==> config.mk <==
export PLATFORM = sky130hd
export DESIGN_NAME = isa_set_select
export DESIGN_NICKNAME = d
export VERILOG_FILES = /design/src/rtl/isa_set_select.sv
export SDC_FILE = /design/constraint.sdc
export NUM_CORES = 1
export LEC_CHECK = 0
export BUFFER_PORTS_ARGS = -buffer_cell sky130_fd_sc_hd__buf_2
export CAP_MARGIN = 30
export CORE_AREA = 2 2 160 162
export CTS_CLUSTER_DIAMETER = 100
export DETAILED_ROUTE_END_ITERATION = 8
export DIE_AREA = 0 0 162 164
export GPL_ROUTABILITY_DRIVEN = 0
export PLACE_DENSITY = 0.78
export SYNTH_ARGS = -nofsm -noshare
export SYNTH_HDL_FRONTEND = slang
export SYNTH_SLANG_ARGS = --single-unit
==> constraint.sdc <==
create_clock -name clk -period 6.3 [get_ports clk]
set_input_delay 0.945 -clock clk [delete_from_list [all_inputs] [get_ports clk]]
set_output_delay 0.945 -clock clk [all_outputs]
set_load 0.005 [all_outputs]
==> src/rtl/isa_set_select.sv <==
module isa_set_select #(
  parameter int NSETS = 4,
  parameter int XLEN = 32,
  parameter int STALL_CYC = 2,
  parameter logic [NSETS*XLEN-1:0] VID_TAB = {32'h5A5, 32'h5A5, 32'h5A5, 32'h0},
  parameter logic [NSETS*XLEN-1:0] AID_TAB = {32'h3, 32'hEEE2, 32'hEEE1, 32'h0},
  parameter logic [11:0] ADR_VID = 12'hF11,
  parameter logic [11:0] ADR_AID = 12'hF12,
  parameter logic [11:0] ADR_MVB = 12'h7C0,
  parameter logic [11:0] ADR_SVB = 12'h7C8
) (
  input  logic             clk,
  input  logic             rst_n,
  input  logic [11:0]      csr_addr,
  input  logic             csr_wr,
  input  logic [XLEN-1:0]  csr_wdata,
  output logic [XLEN-1:0]  csr_rdata,
  input  logic             dec_valid,
  input  logic [NSETS-1:0] dec_match,
  output logic [NSETS-1:0] dec_en,
  output logic [NSETS-1:0] dec_hit,
  output logic             illegal,
  input  logic             trap,
  input  logic [1:0]       trap_priv,
  output logic [XLEN-1:0]  mvec,
  output logic [XLEN-1:0]  svec,
  output logic [XLEN-1:0]  trap_vec,
  output logic             stall
);
  localparam int IW = (NSETS > 1) ? $clog2(NSETS) : 1;
  localparam int CW = $clog2(STALL_CYC + 1);
  localparam logic [11:0] MEND = ADR_MVB + 12'(NSETS);
  localparam logic [11:0] SEND = ADR_SVB + 12'(NSETS);

  logic [IW-1:0]   sel_q;
  logic [XLEN-1:0] pvid_q;
  logic [XLEN-1:0] mtab_q [NSETS];
  logic [XLEN-1:0] stab_q [NSETS];
  logic [CW-1:0]   scnt_q;

  logic          lk_hit;
  logic [IW-1:0] lk_idx;
  logic          wr_ok, in_m, in_s, commit;
  logic [IW-1:0] m_idx, s_idx;
  logic [XLEN-1:0] wd_al;

  assign wr_ok  = csr_wr & ~trap;
  assign in_m   = (csr_addr >= ADR_MVB) && (csr_addr < MEND);
  assign in_s   = (csr_addr >= ADR_SVB) && (csr_addr < SEND);
  assign m_idx  = IW'(csr_addr - ADR_MVB);
  assign s_idx  = IW'(csr_addr - ADR_SVB);
  assign wd_al  = {csr_wdata[XLEN-1:2], 2'b00};
  assign commit = wr_ok && (csr_addr == ADR_AID) && lk_hit;

  always_comb begin
    lk_hit = 1'b0;
    lk_idx = '0;
    for (int i = 0; i < NSETS; i++) begin
      if (!lk_hit && VID_TAB[i*XLEN +: XLEN] == pvid_q &&
          AID_TAB[i*XLEN +: XLEN] == csr_wdata) begin
        lk_hit = 1'b1;
        lk_idx = IW'(i);
      end
    end
  end

  always_ff @(posedge clk or negedge rst_n) begin
    if (!rst_n) begin
      sel_q  <= '0;
      pvid_q <= VID_TAB[XLEN-1:0];
      scnt_q <= '0;
      for (int i = 0; i < NSETS; i++) begin
        mtab_q[i] <= '0;
        stab_q[i] <= '0;
      end
    end else begin
      if (wr_ok && csr_addr == ADR_VID) pvid_q <= csr_wdata;
      if (commit) sel_q <= lk_idx;
      if (wr_ok && in_m) mtab_q[m_idx] <= wd_al;
      if (wr_ok && in_s) stab_q[s_idx] <= wd_al;
      if (commit) scnt_q <= CW'(STALL_CYC);
      else if (scnt_q != '0) scnt_q <= scnt_q - 1'b1;
    end
  end

  always_comb begin
    csr_rdata = '0;
    if (csr_addr == ADR_VID)      csr_rdata = VID_TAB[sel_q*XLEN +: XLEN];
    else if (csr_addr == ADR_AID) csr_rdata = AID_TAB[sel_q*XLEN +: XLEN];
    else if (in_m)                csr_rdata = mtab_q[m_idx];
    else if (in_s)                csr_rdata = stab_q[s_idx];
  end

  assign dec_en   = NSETS'(1) << sel_q;
  assign dec_hit  = dec_match & dec_en;
  assign illegal  = dec_valid & ~|dec_hit;
  assign mvec     = mtab_q[sel_q];
  assign svec     = stab_q[sel_q];
  assign trap_vec = (trap_priv == 2'b01) ? svec : mvec;
  assign stall    = (scnt_q != '0);

  AST_EN_ONEHOT: assert property (@(posedge clk) disable iff (!rst_n)
    $countones(dec_en) == 1);
  AST_HIT_EXCLUSIVE: assert property (@(posedge clk) disable iff (!rst_n)
    $countones(dec_hit) <= 1);
  AST_ILLEGAL_NEEDS_VALID: assert property (@(posedge clk) disable iff (!rst_n)
    illegal |-> dec_valid);
  AST_TRAP_HOLDS_PAIR: assert property (@(posedge clk) disable iff (!rst_n)
    trap |=> $stable(sel_q));
  AST_SWITCH_STALLS: assert property (@(posedge clk) disable iff (!rst_n)
    (sel_q != $past(sel_q)) |-> stall);
  AST_VEC_ALIGNED: assert property (@(posedge clk) disable iff (!rst_n)
    mvec[1:0] == 2'b00 && svec[1:0] == 2'b00);
endmodule

==> flow_results.org, run 1 <==
** Run status
- The flow ran to the end, and the final reports show no timing, DRC or antenna violations.

** Worst setup path
- Crit path required time :: about 5.4 ns
- Number of cells on the worst reg-to-reg path :: 6
- Biggest cell delay along the critical path :: around 0.75 ns
- The largest individual stage delay along the critical path comes from the cell sky130_fd_sc_hd__buf_2.
- The critical path goes through buf_2 > buf_4 > mux4_2 > a221oi_1 > o21ai_0 > buf_2.
- The cell that appears most often on the critical path is sky130_fd_sc_hd__buf_2.
- The critical path in this run is classified as input port to output port.
- STA classifies the critical path endpoint as an output port.
- Capturing point of the worst reg2reg path :: sel_q[0]
- The worst setup path is launched from an input port.
- Data arrival, critical path :: 3.34 ns
- Counting both buffers and inverters, the worst setup path holds a total of 3.
- Highest net fanout along the worst path :: 33
- Origin of the critical flop-to-flop path :: pvid_q[6]
- The cell family contributing the most delay on the critical path is buffers and inverters.
- For flop-to-flop paths, the worst setup slack is roughly 4.4 ns.

** Floorplanning
- Full die area :: about 27000 um^2
- After floorplanning, the core was divided into a little under 60 placement rows.
- The region available for standard cell placement spans between 20000 and 25000 um^2.
- Floorplan die width :: about 160 um
- Initial cell density of the core :: 60.0%
- The die is approximately 160 um tall.
- For this design the top-level I/O count stands at 193.

** Route
- Drt initial violations :: roughly 550
- Final wirelength :: 36800 um
- DRC Markers :: 0
- Using the TritonRoute via totals, the vias-per-cell ratio works out to roughly 6.4.
- Wire length per cell :: 25.6 um
- Via count :: about 9000
- Post-route antenna net violation count :: 0
- Total iterations of the first detailed-routing run :: 4

** STA
- After routing, the total negative slack on setup checks comes to 0 ns.
- Worst slew pin tran :: approximately 1.1 ns
- On the final layout, the worst clock skew is 0.00911 ns.
- Across all setup checks in the final design, the least slack found is approximately 2 ns.
- Fraction of the cycle the final worst path needs :: 68.0%
- Worst slew margin relative to its limit :: ~29%
- Timing would allow up to roughly 230 MHz.
- Min cycle time layout :: 4.28 ns
- The tightest hold path in the finished design has a slack of about 0.38 ns.
- The final max-slew violation count is 0.
- Setup repair after global routing left no endpoint under its margin.
- Hold Violations, Final :: 0
- Setup violations remaining at the end of the flow were counted as 0.

** Pwr
- Power, Total :: around 3700 uW
- Areal power density over the cells :: about 220 nW/um^2
- IR analysis of the VDD net gives a maximum drop of around 0.25 mV.
- Total leakage power :: approximately 0.0086 uW

** Logic synthesis
- Post-synth cell types :: 41
- Gate count after technology mapping :: 950
- Summing the sequential cell areas from Yosys gives a little under half of the chip area.
- Total of warnings raised by yosys :: 0
- Number of storage elements in the synthesis netlist :: between 200 and 300
- Post-synthesis cell area :: between 10000 and 15000 um^2
- Mean area per synthesized cell :: approximately 16 um^2

** Global route
- In the global route stage, overall resource usage came out at roughly 28%.
- The number of global-route vias before repair was roughly 9600.
- Global-route wire length before repair :: ~57000 um
- For this run the aggregate overflow at the end of global routing stands at 0.
- Maximum number of pins on one net before global-route repair :: around 80
- Initial antenna violation count :: 3

** CTS
- CTS Buffer Depth :: 3
- Gates resized during post-CTS repair numbered 0.
- After clock tree synthesis, the setup repair step added 0 buffers.
- H-Tree Level Count :: 1
- Counting every sink on the clock net gives 276.
- The later pin in the worst-skew pair is clocked with a latency of around 0.54 ns.
- Clock slew seen by the registers of the worst setup and hold paths :: 0.06 ns
- Clock buffers created by TritonCTS :: 29
- In this run, post-CTS hold repair placed 0 buffers.
- Clock tree from TritonCTS :: built
- Root buffer cell :: sky130_fd_sc_hd__clkbuf_16

** Cells and area
- Once layout is complete, the utilization of the core stands at approximately two thirds.
- Most common library cell in the layout ignoring fill and taps :: sky130_fd_sc_hd__dfrtp_1
- Fraction of final layout cells sized beyond drive strength 1 :: between 60 and 70%
- At the end of the flow, the number of nets in the layout was approximately 1100.
- Commonest non-fill, non-tap cells in the layout :: sky130_fd_sc_hd__dfrtp_1, sky130_fd_sc_hd__mux2_2, sky130_fd_sc_hd__buf_2
- P&R area growth vs syn :: 13.6%

** Hold path
- HP Class :: input port to asynchronous set/reset pin

** Place
- At the placement stage, the worst setup path has a slack of between 1.5 and 2 ns.
- Port buffering added approximately 190 buffers.
- Summed over all nets, the half-perimeter wirelength after detailed placement is between 20000 and 25000 um.

** Job
- Maximum Capacitance Violations :: 0
-- synth_stat cells, drive strengths merged --
cell type | number | area [um^2]
nand4b | 1 | 8.76
o22ai | 1 | 6.26
xor2 | 1 | 8.76
nand4 | 4 | 25.0
and4 | 2 | 17.5
and4b | 1 | 10.0
a221oi | 9 | 78.8
nand2b | 6 | 45.0
ha | 6 | 75.1
a21oi | 1 | 16.3
nor2 | 16 | 60.1
o21ai | 6 | 33.8
o22a | 2 | 17.5
buf | 70 | 422
nand3 | 6 | 30.0
or2 | 1 | 6.26
or3 | 1 | 6.26
a22o | 19 | 166
clkbuf | 33 | 124
mux4 | 120 | 2700
nor4 | 18 | 155
and2 | 6 | 37.5
dfrtp | 276 | 6910
nand2 | 22 | 90.1
nor3 | 8 | 50.1
mux2i | 2 | 20.0
and3 | 3 | 18.8
conb | 1 | 3.75
inv | 6 | 22.5
mux2 | 302 | 3740
-- layer usage --
metal / vias up / part of all wire, % / track usage (%)
met5: - / 0.038 / 0
met4: 2 / 2.4 / 7.72
met3: 52 / 5.1 / 4.42
met2: 286 / 49 / 46.8
met1: 4941 / 43 / 39.4
li1: 3897 / - / -
-- logic make-up after synthesis --
kind of cell / count (synthesis) / synth area share [%]
flip-flops: 276 / 46.3
buffers and inverters: 109 / 3.81
XOR/XNOR: 1 / 0.0588
AO/OA/AOI/OAI: 38 / 2.14
other: 1 / 0.0252
adder cells (fa/ha/maj): 6 / 0.504
AND/OR/NAND/NOR: 95 / 3.76
multiplexers: 424 / 43.4
-- layout make-up --
cell class	instances	area, um^2
Antenna cell	2	5.00
Fill cell	1730	7900
Tap cell	330	413
Timing Repair Buffer	203	1110
Clock buffer	47	943
Sequential cell	276	6910
Multi-Input combinational cell	570	7470
Clock inverter	5	50.0
Inverter	6	22.5
-- stage by stage --
step	cells	cell area [um^2]
floorplan	955	14900
global placement	1383	15900
detailed placement	1384	15900
CTS	1436	16900
global route	1439	16900
finish	1439	16900
-- flip-flops by register name, summed over array words and instances (netlist names) --
name	flops
stab_q	120
sel_q	2
scnt_q	2
mtab_q	120
pvid_q	32
-- report_power, final --
group	internal, uW	leakage [uW]	switching, uW
clock network	1050	0.000499	700
logic	48.9	0.00429	112
registers	1780	0.00385	3.02
total	2880	0.00864	814
-- worst max path at each step --
stage	end	slack (ns)	start	cells after the start
global placement	mtab_q[107]	1.98	csr_addr[11]	6
global route	csr_rdata[14]	1.82	csr_addr[0]	6
CTS	csr_rdata[13]	2.02	csr_addr[0]	6
floorplan	csr_rdata[15]	3.06	csr_addr[0]	5
detailed placement	mtab_q[59]	1.96	csr_addr[11]	6
finish	csr_rdata[7]	2.02	csr_addr[1]	6
(Power assumes the default switching activity.)
==> inputs of run 2 (changes only) <==
--- a/config.mk
+++ b/config.mk
@@ -7,12 +7,12 @@
 export LEC_CHECK = 0
 export BUFFER_PORTS_ARGS = -buffer_cell sky130_fd_sc_hd__buf_2
 export CAP_MARGIN = 30
-export CORE_AREA = 2 2 160 162
+export CORE_AREA = 2 2 162 164
 export CTS_CLUSTER_DIAMETER = 100
 export DETAILED_ROUTE_END_ITERATION = 8
-export DIE_AREA = 0 0 162 164
+export DIE_AREA = 0 0 164 166
 export GPL_ROUTABILITY_DRIVEN = 0
-export PLACE_DENSITY = 0.78
+export PLACE_DENSITY = 0.77
 export SYNTH_ARGS = -nofsm -noshare
 export SYNTH_HDL_FRONTEND = slang
 export SYNTH_SLANG_ARGS = --single-unit
==> constraint.sdc (replaced) <==
create_clock -name clk -period 4.35 [get_ports clk]
set_input_delay 0.6525 -clock clk [delete_from_list [all_inputs] [get_ports clk]]
set_output_delay 0.6525 -clock clk [all_outputs]
set_load 0.005 [all_outputs]
==> flow_results.org, run 2 (synthesis results as in run 1) <==
** Worst setup path
- Highest net fanout along the worst path :: 27 (-18%)
- The required time at the endpoint of the critical path was 3.70 ns (-1.65 ns).
- Biggest cell delay along the critical path :: 0.87 ns (+0.12 ns)
- Slowest library cell on the worst path :: sky130_fd_sc_hd__dfrtp_2
- The critical path goes through inv_1 > ha_1 > o21ai_0 > and3_1 > o21ai_0 > buf_2.
- STA classifies the critical path endpoint as an output port.
- The worst path arrival time was 3.09 ns (-0.25 ns).
- The minimum setup slack among reg-to-reg paths was 2.38 ns (-1.97 ns).
- Crit-path most repeated cell :: sky130_fd_sc_hd__o21ai_0
- Capturing point of the worst reg2reg path :: sel_q[0]
- The worst reg-to-reg path cell count was 6 (unchanged).
- Following the worst setup path forward leads to its endpoint at csr_rdata[7].
- CP startpoint kind :: flop
- Origin of the critical flop-to-flop path :: pvid_q[26]
- Timing startpoint of the critical path :: sel_q[1]
- The worst setup path is of the flop to output port kind.

** STA
- Timing would allow up to approximately 270 MHz.
- The number of endpoints with negative hold slack in the final report came to 0 (unchanged).
- The worst-margin pin slew came to 1.00 ns (-0.0645 ns).
- Setup repair after global routing missed its margin :: false
- Total negative setup slack :: 0 ns (unchanged)
- Min cycle time layout :: 3.74 ns
- Of the available clock period, the critical path in the final layout requires a little under nine tenths.
- The count of final setup violators is 0 (unchanged).
- The worst setup skew after layout is 0.0130 ns (+0.00394 ns).
- The final max-slew violation count was 0 (unchanged).
- The max-slew headroom at the worst pin is 33.1% (+4.3 points).

** Route
- The number of detailed-route iterations in the first pass is 7 (+3).
- DRC Markers :: 0 (unchanged)
- Via count :: 9334 (+1.7%)
- The final antenna-violating net count was 0 (unchanged).
- Drt initial violations :: 623 (+12%)
- Final wirelength :: 36600 um (-0.67%)
- The via-per-instance ratio is 6.42 (+0.58%).
- Wire length per cell :: 25.1 um (-1.8%)

** Cells and area
- The library cells used most frequently in the layout, excluding fill and tap cells, are sky130_fd_sc_hd__dfrtp_1, sky130_fd_sc_hd__mux2_2, sky130_fd_sc_hd__buf_2.
- Leaving out fill and tap cells, the most frequent cell in the layout is sky130_fd_sc_hd__dfrtp_1.
- The fraction of layout instances using a drive strength above 1 came to 60.8% (+0.28 points).
- The final design area excluding fillers was 17100 um^2 (+0.84%).
- Leading registers by flop count :: mtab_q: 120 flops, stab_q: 120 flops, pvid_q: 32 flops
- Final cell count without fillers :: 1455 (+1.1%)
- The number of inserted diodes was 0 (-2).
- P&R area growth vs syn :: 14.5%
- The total of fill cells in the finished design is 1749 (+1.1%).
- The net count of the finished layout came to 1161 (+1.2%).

** Run status
- The flow ran to the end, and the final reports show no timing, DRC or antenna violations.

** Floorplanning
- Die Y-Extent :: 166 um (+1.2%)
- I/O Pins :: 193 (unchanged)
- Initial cell density of the core :: 58.2% (-1.9 points)
- Full die area :: 27200 um^2 (+2.5%)
- The floorplan row count came to 59 (+1.7%).
- Placeable core region :: 25600 um^2 (+3.2%)
- Floorplan die width :: 164 um (+1.2%)

** Global route
- The maximum number of pins on one net before global-route repair came to 131 (+66%).
- The aggregate global-route resource usage is 27.7% (-0.44 points).
- Global-route wire length before repair :: 57800 um (+1.4%)
- Vias in the first global route :: 9768 (+1.5%)
- GRT overflow :: 0 (unchanged)
- Initial antenna violation count :: 0 (-3)

** Place
- Placed insts :: 1403 (+1.4%)
- Total half-perimeter wirelength after legalization and detailed placement :: 23900 um (+6.1%)
- The standard cell area after detailed placement was 16000 um^2 (+0.95%).
- Number of buffers inserted by port buffering :: 186 (unchanged)

** CTS
- The hold buffer count at CTS was 0 (unchanged).
- Clock tree from TritonCTS :: built
- Clock latency at the later pin of the worst-skew pair :: 0.54 ns (about the same)
- The number of clock sinks came to 276 (unchanged).
- Clock buffers created by TritonCTS :: 29 (unchanged)
- The clock transition at the register clock pins on the worst setup and hold paths after CTS came to 0.06 ns (about the same).
- CTS Buffer Depth :: 3 (unchanged)
- Root buffer cell :: sky130_fd_sc_hd__clkbuf_16
- Count of cells resized by post-cts repair :: 0 (unchanged)
- H-Tree Level Count :: 1 (unchanged)
- The number of buffers inserted by post-CTS setup repair was 0 (unchanged).

** Pwr
- The total power divided by cell area is 315 nW/um^2 (+44%).
- Peak supply drop :: 0.216 mV (-13%)
- Total leakage power :: 0.00871 uW (+0.84%)

** Job
- Maximum Capacitance Violations :: 0 (unchanged)

** Hold path
- The path class of the tightest hold or removal check is input port to asynchronous set/reset pin.
## run 2: cell types whose count changed in the layout (fill, tap and decap cells not counted), moves of 2 or more
| cell | before | now |
|---|---|---|
| sky130_fd_sc_hd__buf_12 | 0 | 5 |
| sky130_fd_sc_hd__buf_4 | 16 | 26 |
| sky130_fd_sc_hd__bufinv_16 | 1 | 4 |
| sky130_fd_sc_hd__clkbuf_8 | 15 | 6 |
| sky130_fd_sc_hd__clkinv_2 | 4 | 7 |
| sky130_fd_sc_hd__clkinvlp_4 | 0 | 2 |
| sky130_fd_sc_hd__diode_2 | 2 | 0 |
## run 2: how the worst min path moves through the flow
stage	depth (start not counted)	slack, ns	startpoint	endpoint
2_1_floorplan	0	0.36	rst_n	mtab_q[100]
3_3_place_gp	1	0.48	pvid_q[21]	pvid_q[21]
3_5_place_dp	1	0.49	pvid_q[21]	pvid_q[21]
4_1_cts	1	0.28	rst_n	stab_q[39]
5_1_grt	1	0.31	rst_n	mtab_q[67]
6_report	1	0.21	rst_n	mtab_q[37]
## run 2: critical path, delay by kind of cell, from the launching register on
kind            cells  cell delay, ns
fa+ha+maj           1            0.35
buf+inv             2            0.44
flops               1            0.87
simple gates        1            0.51
compound gates      2            0.38
## run 2: where the power goes
part / switching [uW] / internal, uW / leakage [uW] / total [uW]
Clock: 1010 / 1550 / 0.000488 / 2560
Sequential: 4.36 / 2570 / 0.00385 / 2580
Combinational: 162 / 75.4 / 0.00437 / 237
Total: 1170 / 4200 / 0.00871 / 5380
## run 2: routing by layer
metal / global-route usage (%) / share of wire [%]
met5: 0 / 0
met3: 3.72 / 5.1
met2: 45.5 / 50
met1: 39.0 / 42
met4: 8.50 / 3.0
## run 2: layout make-up
class / count / area [um^2] / share of cell area (%)
Sequential cell: 276 / 6910 / 40.5
Timing Repair Buffer: 217 / 1260 / 7.38
Clock buffer: 38 / 820 / 4.80
Tap cell: 335 / 419 / 2.46
Inverter: 6 / 22.5 / 0.132
Multi-Input combinational cell: 570 / 7460 / 43.7
Clock inverter: 13 / 170 / 0.997
## run 2: metrics by stage
stage | hold slack [ns] | setup WS [ns] | total power (uW) | util (%)
3_3_place_gp | 0.480 | 0.873 | 2860 | 62.7
3_5_place_dp | 0.488 | 0.799 | 2860 | 62.7
2_1_floorplan | 0.357 | 1.69 | 2740 | -
6_report | 0.214 | 0.609 | 5380 | 66.6
4_1_cts | 0.281 | 0.654 | 5410 | 66.5
5_1_grt | 0.308 | 0.568 | 5540 | 66.6
==> inputs of run 3 (changes only) <==
==> config.mk (replaced) <==
export PLATFORM = sky130hd
export DESIGN_NAME = isa_set_select
export DESIGN_NICKNAME = d
export VERILOG_FILES = /design/src/rtl/isa_set_select.sv
export SDC_FILE = /design/constraint.sdc
export NUM_CORES = 1
export LEC_CHECK = 0
export BUFFER_PORTS_ARGS = -buffer_cell sky130_fd_sc_hd__clkbuf_2
export CAP_MARGIN = 20
export CORE_AREA = 2 2 161 163
export CTS_BUF_LIST = sky130_fd_sc_hd__clkbuf_2
export CTS_CLUSTER_DIAMETER = 100
export DETAILED_ROUTE_END_ITERATION = 8
export DIE_AREA = 0 0 163 165
export GPL_ROUTABILITY_DRIVEN = 0
export PLACE_DENSITY = 0.78
export SYNTH_ARGS = -nofsm -noshare
export SYNTH_HDL_FRONTEND = slang
export SYNTH_SLANG_ARGS = --single-unit
==> flow_results.org, run 3 (synthesis results as in run 1) <==
** CTS
- Root buffer cell :: sky130_fd_sc_hd__clkbuf_2
- The number of clock sinks is 276 (unchanged).
- Clock buffers created by TritonCTS :: 73 (+150%)
- Clock latency at the later pin of the worst-skew pair :: 0.82 ns (+0.28 ns)
- Setup repair bufs after CTS :: 0 (unchanged)
- The number of levels the H-tree was split into came to 3 (+2).
- The maximum root-to-sink buffer count is 3 (unchanged).
- TritonCTS built the clock tree.
- Clock slew seen by the registers of the worst setup and hold paths :: 0.11 ns (+0.05 ns)

** Worst setup path
- Among the stages of the critical path, the cell type that occurs most often is sky130_fd_sc_hd__o21ai_0.
- Crit path max-delay family :: flip-flops
- On the critical path, the stage with the largest delay is an instance of sky130_fd_sc_hd__dfrtp_4.
- Critical path start-end classification :: flop to output port
- Critical-path cell list :: inv_1 > ha_1 > o21ai_0 > and3_1 > o21ai_0 > clkbuf_2
- The largest incremental delay on the critical path was 0.82 ns (-0.05 ns).
- Number of buffer and inverter stages on the critical path :: 2 (unchanged)
- Crit path required time :: 3.70 ns (about the same)
- Data arrival, critical path :: 3.21 ns (+0.12 ns)
- Crit end category :: output port
- The highest fanout seen on the critical path was 27 (unchanged).
- CP startpoint kind :: flop

** STA
- The shortest clock period the worst path allows after layout came to 3.86 ns (+0.123 ns).
- Number of setup violations in the final report :: 0 (unchanged)
- The final max-slew violation count was 0 (unchanged).
- Setup repair after global routing missed its margin :: false
- The max-slew headroom at the worst pin was 27.1% (-6.1 points).
- Smallest hold slack :: 0.132 ns (-0.0813 ns)
- Max Freq :: 259 MHz (-3.2%)
- Hold Violations, Final :: 0 (unchanged)
- The worst-margin pin slew came to 1.09 ns (+0.0868 ns).
- The worst setup skew after layout came to 0.0587 ns (+0.0456 ns).
- Fraction of the cycle the final worst path needs :: 88.8% (+2.8 points)
- The final setup TNS is 0 ns (unchanged).

** Floorplanning
- Number of standard-cell rows in the floorplan :: 58 (-1.7%)
- Initial cell density of the core :: 59.5% (+1.3 points)
- The vertical die dimension came to 165 um (-0.60%).
- The I/O pin count came to 193 (unchanged).
- The placeable core area was 25000 um^2 (-2.3%).
- Full die area :: 26900 um^2 (-1.2%)
- The overall die width is 163 um (-0.61%).

** Place
- The post-DP HPWL was 23300 um (-2.3%).
- The count of input and output buffers came to 186 (unchanged).

** Route
- DRC Markers :: 0 (unchanged)
- Post-route antenna net violation count :: 0 (unchanged)
- Wire length per cell :: 23.7 um (-5.5%)
- The number of detailed-route iterations in the first pass came to 5 (-2).
- The via-per-instance ratio came to 6.29 (-2.0%).
- Final wirelength :: 36100 um (-1.2%)
- The total vias in the final route was 9569 (+2.5%).
- The number of DRC markers in iteration 0 was 628 (+0.80%).

** Global route
- The number of global-route vias before repair was 9856 (+0.90%).
- GRT overflow :: 0 (unchanged)
- The number of antenna violations at the first check in global routing came to 2 (+2).
- Global-route wire length before repair :: 56300 um (-2.5%)
- The aggregate global-route resource usage is 28.1% (+0.33 points).
- The maximum number of pins on one net before global-route repair is 121 (-7.6%).

** Cells and area
- In the layout the commonest cells are sky130_fd_sc_hd__clkbuf_2, sky130_fd_sc_hd__dfrtp_1, sky130_fd_sc_hd__mux2_2.
- P&R area growth vs syn :: 11.8%
- The net count of the finished layout came to 1204 (+3.7%).
- Leading registers by flop count :: mtab_q: 120 flops, stab_q: 120 flops, pvid_q: 32 flops
- The total of fill cells in the finished design was 1841 (+5.3%).
- The fraction of layout instances using a drive strength above 1 came to 62.4% (+1.6 points).
- The library cell used most frequently in the layout, excluding fill and tap cells, is sky130_fd_sc_hd__clkbuf_2.

** Pwr
- The total power divided by cell area came to 270 nW/um^2 (-14%).
- Peak supply drop :: 0.132 mV (-39%)
- Total leakage power :: 0.00859 uW (-1.4%)

** Job
- Maximum Capacitance Violations :: 0 (unchanged)

** Run status
- The flow ran to the end, and the final reports show no timing, DRC or antenna violations.

** Hold path
- HP Class :: input port to flop
## run 3: cell count changes in the layout (fill, tap and decap cells not counted), sizes merged
cell,previous run,this run
dlygate4sd3,0,1
inv,6,9
buf,217,31
clkbuf,38,293
diode,0,2
clkinv,7,10
clkinvlp,2,0
bufinv,4,0
## run 3: timing repair
action	in CTS	in global routing
gates resized for setup	0	0
hold endpoints to repair	116	0
hold buffers	1	0
## run 3: worst paths after layout
path	cells past startpoint	endpoint	slack [ns]	start
max reg2reg	6	sel_q[0]	2.31	pvid_q[29]
min reg2reg	1	pvid_q[25]	0.52	pvid_q[25]
max in group asynchronous	3	mtab_q[61]	2.81	rst_n
min	2	pvid_q[0]	0.13	csr_wdata[0]
max	6	csr_rdata[10]	0.49	sel_q[0]
min in group asynchronous	2	mtab_q[72]	0.52	rst_n
## run 3: per-layer routing
metal  global-route usage (%)  wire, um
met4                     12.3      1140
met5                        0         0
met3                     5.90      2360
met1                     38.1     15300
met2                     44.4     17300
## run 3: layout make-up
class | count | area [um^2] | share of cell area (%)
timing repair buffer | 216 | 1250 | 7.48
inverter | 6 | 22.5 | 0.135
antenna | 2 | 5.00 | 0.0300
sequential | 276 | 6910 | 41.5
clock buffer | 109 | 546 | 3.27
tap | 330 | 413 | 2.48
clock inverter | 13 | 48.8 | 0.293
multi-input combinational | 570 | 7460 | 44.8
## run 3: report_power, final
| part | switching, uW | leakage, uW | total (uW) | internal, uW |
|---|---|---|---|---|
| clock network | 1040 | 0.000481 | 1700 | 655 |
| logic | 160 | 0.00426 | 234 | 73.9 |
| registers | 4.24 | 0.00385 | 2570 | 2570 |
## run 3: per-stage QoR
stage          cells  setup WS, ns  utilization [%]  cell area (um^2)  power [uW]
5_1_grt         1522         0.232             66.5             16700        4720
4_1_cts         1520         0.422             66.5             16700        4570
3_3_place_gp    1397          1.06             64.1             16000        2860
2_1_floorplan    955          1.69                -             14900        2740
3_5_place_dp    1397         0.998             64.1             16000        2860
6_report        1522         0.486             66.5             16700        4510
